## config.mk

```make
export PLATFORM = sky130hd
export DESIGN_NAME = hz_ctrl
export DESIGN_NICKNAME = d
export VERILOG_FILES = /design/src/rtl/hz_pkg.sv /design/src/rtl/hz_prod_match.sv /design/src/rtl/hz_load_use.sv /design/src/rtl/hz_branch_unit.sv /design/src/rtl/hz_ex_fwd.sv /design/src/rtl/hz_ctrl.sv
export SDC_FILE = /design/constraint.sdc
export NUM_CORES = 1
export LEC_CHECK = 0
export ABC_AREA = 1
export CAP_MARGIN = 30
export CELL_PAD_IN_SITES_DETAIL_PLACEMENT = 0
export CELL_PAD_IN_SITES_GLOBAL_PLACEMENT = 2
export CORE_ASPECT_RATIO = 1.2
export CORE_MARGIN = 4
export CORE_UTILIZATION = 28
export CTS_CLUSTER_DIAMETER = 200
export DETAILED_ROUTE_END_ITERATION = 7
export DONT_BUFFER_PORTS = 1
export PLACE_DENSITY = 0.86
export SETUP_SLACK_MARGIN = 0.15
export SYNTH_ARGS = -nofsm -noshare
export SYNTH_HDL_FRONTEND = slang
export SYNTH_SLANG_ARGS = --single-unit
```

## constraint.sdc

```tcl
create_clock -name clk_i -period 3.1 [get_ports clk_i]
set_clock_uncertainty 0.1 [all_clocks]
set_input_delay 0.465 -clock clk_i [delete_from_list [all_inputs] [get_ports clk_i]]
set_output_delay 0.465 -clock clk_i [all_outputs]
set_load 0.02 [all_outputs]
```

## src/rtl/hz_pkg.sv

```systemverilog
package hz_pkg;
  typedef enum logic [1:0] {
    BR_SRC_RF  = 2'd0,
    BR_SRC_EX  = 2'd1,
    BR_SRC_MEM = 2'd2
  } br_src_e;

  typedef enum logic [1:0] {
    OP_SRC_RF  = 2'd0,
    OP_SRC_MEM = 2'd1,
    OP_SRC_WB  = 2'd2
  } op_src_e;
endpackage

```

## src/rtl/hz_prod_match.sv

```systemverilog
module hz_prod_match #(
  parameter int unsigned AW = 5,
  parameter int unsigned NP = 2
) (
  input  logic [AW-1:0]    src_i,
  input  logic [NP*AW-1:0] rd_i,
  input  logic [NP-1:0]    we_i,
  output logic [NP-1:0]    hit_o
);
  // bit 0 is the youngest producer
  for (genvar gi = 0; gi < NP; gi++) begin : g_stage
    assign hit_o[gi] = we_i[gi] && (src_i != '0) && (rd_i[gi*AW +: AW] == src_i);
  end
endmodule

```

## src/rtl/hz_load_use.sv

```systemverilog
module hz_load_use #(
  parameter int unsigned NOPS = 2
) (
  input  logic            valid_i,
  input  logic [NOPS-1:0] use_i,
  input  logic [NOPS-1:0] ex_hit_i,
  input  logic            ex_ld_i,
  output logic            stall_o
);
  assign stall_o = valid_i && ex_ld_i && |(use_i & ex_hit_i);
endmodule

```

## src/rtl/hz_branch_unit.sv

```systemverilog
module hz_branch_unit
  import hz_pkg::*;
#(
  parameter bit EX_BYPASS = 1'b1
) (
  input  logic       valid_i,
  input  logic       is_br_i,
  input  logic [1:0] hit_i,    // [0] execute, [1] memory
  input  logic       ex_ld_i,
  input  logic       mem_ld_i,
  output logic       stall_o,
  output logic [1:0] src_o
);
  br_src_e src;

  always_comb begin
    src     = BR_SRC_RF;
    stall_o = 1'b0;
    if (valid_i && is_br_i) begin
      if (hit_i[0]) begin
        if (EX_BYPASS && !ex_ld_i) src = BR_SRC_EX;
        else                       stall_o = 1'b1;
      end else if (hit_i[1]) begin
        // loaded data only reaches ID via the write-first register file
        if (!mem_ld_i) src = BR_SRC_MEM;
        else           stall_o = 1'b1;
      end
    end
  end

  assign src_o = src;
endmodule

```

## src/rtl/hz_ex_fwd.sv

```systemverilog
module hz_ex_fwd
  import hz_pkg::*;
(
  input  logic       clk_i,
  input  logic       rst_ni,
  input  logic       valid_i,
  input  logic       use_i,
  input  logic       stall_i,
  input  logic [1:0] hit_i,   // [0] execute, [1] memory
  output logic [1:0] sel_o
);
  op_src_e sel_q;

  // producers advance one stage as the consumer enters execute
  always_ff @(posedge clk_i or negedge rst_ni) begin
    if (!rst_ni)                          sel_q <= OP_SRC_RF;
    else if (stall_i || !valid_i || !use_i) sel_q <= OP_SRC_RF;
    else if (hit_i[0])                    sel_q <= OP_SRC_MEM;
    else if (hit_i[1])                    sel_q <= OP_SRC_WB;
    else                                  sel_q <= OP_SRC_RF;
  end

  assign sel_o = sel_q;

  a_r10_bubble: assert property (@(posedge clk_i) disable iff (!rst_ni)
    stall_i |=> sel_o == OP_SRC_RF);
  a_r8_ex_priority: assert property (@(posedge clk_i) disable iff (!rst_ni)
    (valid_i && use_i && !stall_i && hit_i[0]) |=> sel_o == OP_SRC_MEM);
endmodule

```

## src/rtl/hz_ctrl.sv

```systemverilog
module hz_ctrl
  import hz_pkg::*;
#(
  parameter int unsigned AW         = 5,
  parameter bit          EX_BYPASS  = 1'b1,
  parameter bit          DELAY_SLOT = 1'b0
) (
  input  logic          clk_i,
  input  logic          rst_ni,
  input  logic          id_valid_i,
  input  logic [AW-1:0] id_rs1_i,
  input  logic [AW-1:0] id_rs2_i,
  input  logic          id_use_rs1_i,
  input  logic          id_use_rs2_i,
  input  logic          id_is_br_i,
  input  logic          id_br_ne_i,
  input  logic          br_zero_i,
  input  logic [AW-1:0] ex_rd_i,
  input  logic          ex_we_i,
  input  logic          ex_ld_i,
  input  logic [AW-1:0] mem_rd_i,
  input  logic          mem_we_i,
  input  logic          mem_ld_i,
  output logic          stall_o,
  output logic [1:0]    br_fwd_o,
  output logic [1:0]    ex_fwd_a_o,
  output logic [1:0]    ex_fwd_b_o,
  output logic          redirect_o,
  output logic          squash_o
);
  localparam int unsigned NPROD = 2;
  localparam int unsigned NOPS  = 2;

  logic [NPROD*AW-1:0] prod_rd;
  logic [NPROD-1:0]    prod_we;
  logic [AW-1:0]       op_src [NOPS];
  logic [NOPS-1:0]     op_use;
  logic [NPROD-1:0]    op_hit [NOPS];
  logic [1:0]          op_sel [NOPS];
  logic [NOPS-1:0]     ex_hit;
  logic                lu_stall, br_stall, stall, taken;

  assign prod_rd   = {mem_rd_i, ex_rd_i};
  assign prod_we   = {mem_we_i, ex_we_i};
  assign op_src[0] = id_rs1_i;
  assign op_src[1] = id_rs2_i;
  assign op_use    = {id_use_rs2_i, id_use_rs1_i};

  for (genvar gi = 0; gi < NOPS; gi++) begin : g_op
    hz_prod_match #(.AW(AW), .NP(NPROD)) u_match (
      .src_i (op_src[gi]),
      .rd_i  (prod_rd),
      .we_i  (prod_we),
      .hit_o (op_hit[gi])
    );
    hz_ex_fwd u_fwd (
      .clk_i   (clk_i),
      .rst_ni  (rst_ni),
      .valid_i (id_valid_i),
      .use_i   (op_use[gi]),
      .stall_i (stall),
      .hit_i   (op_hit[gi]),
      .sel_o   (op_sel[gi])
    );
    assign ex_hit[gi] = op_hit[gi][0];
  end

  hz_load_use #(.NOPS(NOPS)) u_lu (
    .valid_i  (id_valid_i),
    .use_i    (op_use),
    .ex_hit_i (ex_hit),
    .ex_ld_i  (ex_ld_i),
    .stall_o  (lu_stall)
  );

  hz_branch_unit #(.EX_BYPASS(EX_BYPASS)) u_br (
    .valid_i  (id_valid_i),
    .is_br_i  (id_is_br_i),
    .hit_i    (op_hit[0]),
    .ex_ld_i  (ex_ld_i),
    .mem_ld_i (mem_ld_i),
    .stall_o  (br_stall),
    .src_o    (br_fwd_o)
  );

  assign stall      = lu_stall | br_stall;
  assign taken      = id_valid_i && id_is_br_i && (id_br_ne_i ^ br_zero_i);
  assign stall_o    = stall;
  assign redirect_o = taken && !stall;
  assign ex_fwd_a_o = op_sel[0];
  assign ex_fwd_b_o = op_sel[1];

  if (DELAY_SLOT) begin : g_delay
    assign squash_o = 1'b0;
  end else begin : g_squash
    assign squash_o = redirect_o;
  end

  a_r7_load_use: assert property (@(posedge clk_i) disable iff (!rst_ni)
    (id_valid_i && ex_we_i && ex_ld_i && ex_rd_i != '0 && id_use_rs2_i && id_rs2_i == ex_rd_i)
      |-> stall_o);
  a_r6_branch_on_load: assert property (@(posedge clk_i) disable iff (!rst_ni)
    (id_valid_i && id_is_br_i && ex_we_i && ex_ld_i && ex_rd_i != '0 && id_rs1_i == ex_rd_i)
      |-> stall_o);
  a_r11_no_early_redirect: assert property (@(posedge clk_i) disable iff (!rst_ni)
    stall_o |-> !redirect_o);
  a_r12_squash_only_taken: assert property (@(posedge clk_i) disable iff (!rst_ni)
    squash_o |-> redirect_o);
  a_r2_zero_reg: assert property (@(posedge clk_i) disable iff (!rst_ni)
    (id_rs1_i == '0) |-> br_fwd_o == BR_SRC_RF);
endmodule

```

==> results_dict.tcl <==
set metrics [dict create \
    synth_nets 150 \
    pre_cts_ws_ps 932 \
    critPathTopFamily "simple AND/OR/NAND/NOR gates" \
    fin_tns_setup_ps 0 \
    drc 0 \
    fmax_mhz 464 \
    syn_inst 118 \
    final_cell_mix "nand2_1, inv_1, nor2_1, nand3_1, dfrtp_1" \
    cts_num_sinks 4 \
    num_antenna_cells 0 \
    synthAdderAreaFrac_pct 0 \
    path_buf_inv 2 \
    drive_above_1_share_pct 12.3 \
    vdd_drop_max_mv 0.0946 \
    grt_util_all_layers_pct 11.0 \
    critPathMaxFanout 4 \
    synth.yosys.seq_area_share_pct 15.6 \
    rows 18 \
    port_buffers 0 \
    drtPass1Iterations 4 \
    final_nets 156 \
    ys_ff_latch 4 \
    grt_pass1_vias 676 \
    crit_type "input pin to output port" \
    io_pins 41 \
    post_cts_resize_count 0 \
    via_per_inst 4.47 \
    synthToLayoutAreaGrowth_pct 10.9 \
    grt_max_degree 5 \
    powerDensity_mw_per_mm2 240 \
    muxShareOfSynthArea_pct 0 \
    grt_overflow_total 0 \
    crit_top_cell "nand2_1" \
    relSlewSlack_pct 57.6 \
    synth_compound_area_share_pct 9.55 \
    cts_buffers 3 \
    synth_xor_area_share_pct 6.82 \
    worstMarginPinSlew_ps 631 \
    antenna_found_initial 0 \
    crit_chain "inv_1, nand2_1, nand2_1, nand2_1, nor2_1, nand3_2, nand2_1, nand2_2, nand2_1, nor2_1, buf_4" \
    dr.first_iter.drc_count 15 \
    synth_top_family_by_area "simple AND/OR/NAND/NOR gates" \
    arrival_ps 1590 \
    grt_first_pass_wirelength_um 2630 \
    detail-route-antenna-nets 0 \
    synth_area_leaders "nand2_1, dfrtp_1, inv_1" \
    critPathMaxStageDelay_ps 190 \
    synth_area_leader_cell "nand2_1" \
    largest_reg_flops 4 \
    holdBufCountCts 1 \
    required_ps 2530 \
    power_leakage_nw 0.410 \
    place_congestion 0.798 \
    slowest_stage "nand2_1" \
    cts_max_level 1 \
    start_util_pct 30.3 \
    cap_violations 0 \
    routedWlPerCell_um 11.3 \
    yosysUniqueCellTypes 24 \
    cts-root-buf "clkbuf_4" \
    routed-via-count 680 \
    fin_crit_ps 2160 \
    layout_commonest_cell "nand2_1" \
    yosys.area_share.simple_pct 52.8 \
    power_uw 171 \
    dieArea_mm2 0.00313 \
    hpwl_um 1580 \
    holdCritPathClass "input pin to flop" \
    fin_crit_sh_pct 69.6 \
    setup_viol_count_final 0 \
    syn_avg_cell_area_um2 5.44 \
    core_area_mm2 0.00212 \
    cts.clk_slew.worst_paths_ps 40 \
    die_w_um 51.7 \
    cp-end-kind "output port" \
    routed_wl_um 1720 \
    status "finished, final reports clean" \
    synth_top_area_share_pct 25.1 \
    cts_tree "yes" \
    rsz0062_at_grt "false" \
    worst_slack_ps 944 \
    clock_path_buffers 2 \
    synth_warnings 0 \
    dieHeight_um 60.5 \
    slew_violations 0 \
    syn_area_um2 642 \
    finalHoldViolCount 0 \
    cts_setup_buffers 0 \
    start_kind "input pin" \
]
power breakdown:
part           leakage, nW  internal (mW)  switching, mW
combinational        0.341         0.0228         0.0334
sequential          0.0558         0.0528       0.000474
clock               0.0138         0.0431         0.0185
total                0.410          0.119         0.0524
kinds of logic after synthesis:
group,Yosys count
xor+xnor,5
compound gates,9
flops,4
buf+inv,25
simple gates,75
layout make-up:
class                   instances  area (um2)
clock buffers                   3        22.5
fillers                       259        1410
multi-input cells              89         444
repair buffers                  2        17.5
inverters                      24        90.1
well taps                      30        37.5
flip-flops and latches          4         100
final timing paths:
check | from | end | slack (ps) | cells after the start
setup / recovery | id_rs2_i[4] | squash_o | 940 | 11
min in group asynchronous | rst_ni | g_op[1].u_fwd.sel_o[0]$_DFF_PN0_ | 400 | 1
max in group asynchronous | rst_ni | g_op[0].u_fwd.sel_o[1]$_DFF_PN0_ | 2340 | 1
hold / removal | id_use_rs2_i | g_op[1].u_fwd.sel_o[0]$_DFF_PN0_ | 280 | 2
stage by stage:
step / hold slack, ps / instances / area (um2) / util [%]
floorplan: 69.4 / 118 / 642 / -
global placement: 69.5 / 148 / 679 / 32.1
detailed placement: 69.5 / 148 / 679 / 32.1
CTS: 276 / 152 / 712 / 33.6
global route: 293 / 152 / 712 / 33.6
finish: 284 / 152 / 712 / 33.6
layer usage:
metal / routed length (um) / global-route usage [%] / vias to the layer above
li1: - / - / 368
met1: 603 / 10.2 / 284
met2: 936 / 22.5 / 28
met3: 176 / 3.44 / 0
met4: 0 / 3.37 / 0
met5: 0 / 0 / -
synthesized netlist by cell type:
cell type  instances
a211oi_1           1
a21boi_0           1
a21oi_1            1
a21oi_2            1
and2_1             1
buf_4              1
dfrtp_1            4
inv_1             23
inv_2              1
nand2_1           43
nand2_2            3
nand3_1            8
nand3_2            3
nor2_1            11
nor2_2             2
nor2_4             1
nor3_1             1
nor4_1             1
o211ai_1           2
o21ai_0            1
o22ai_1            2
or2_1              1
xnor2_1            3
xor2_1             2
No activity file was read; power rests on OpenSTA's default activity.
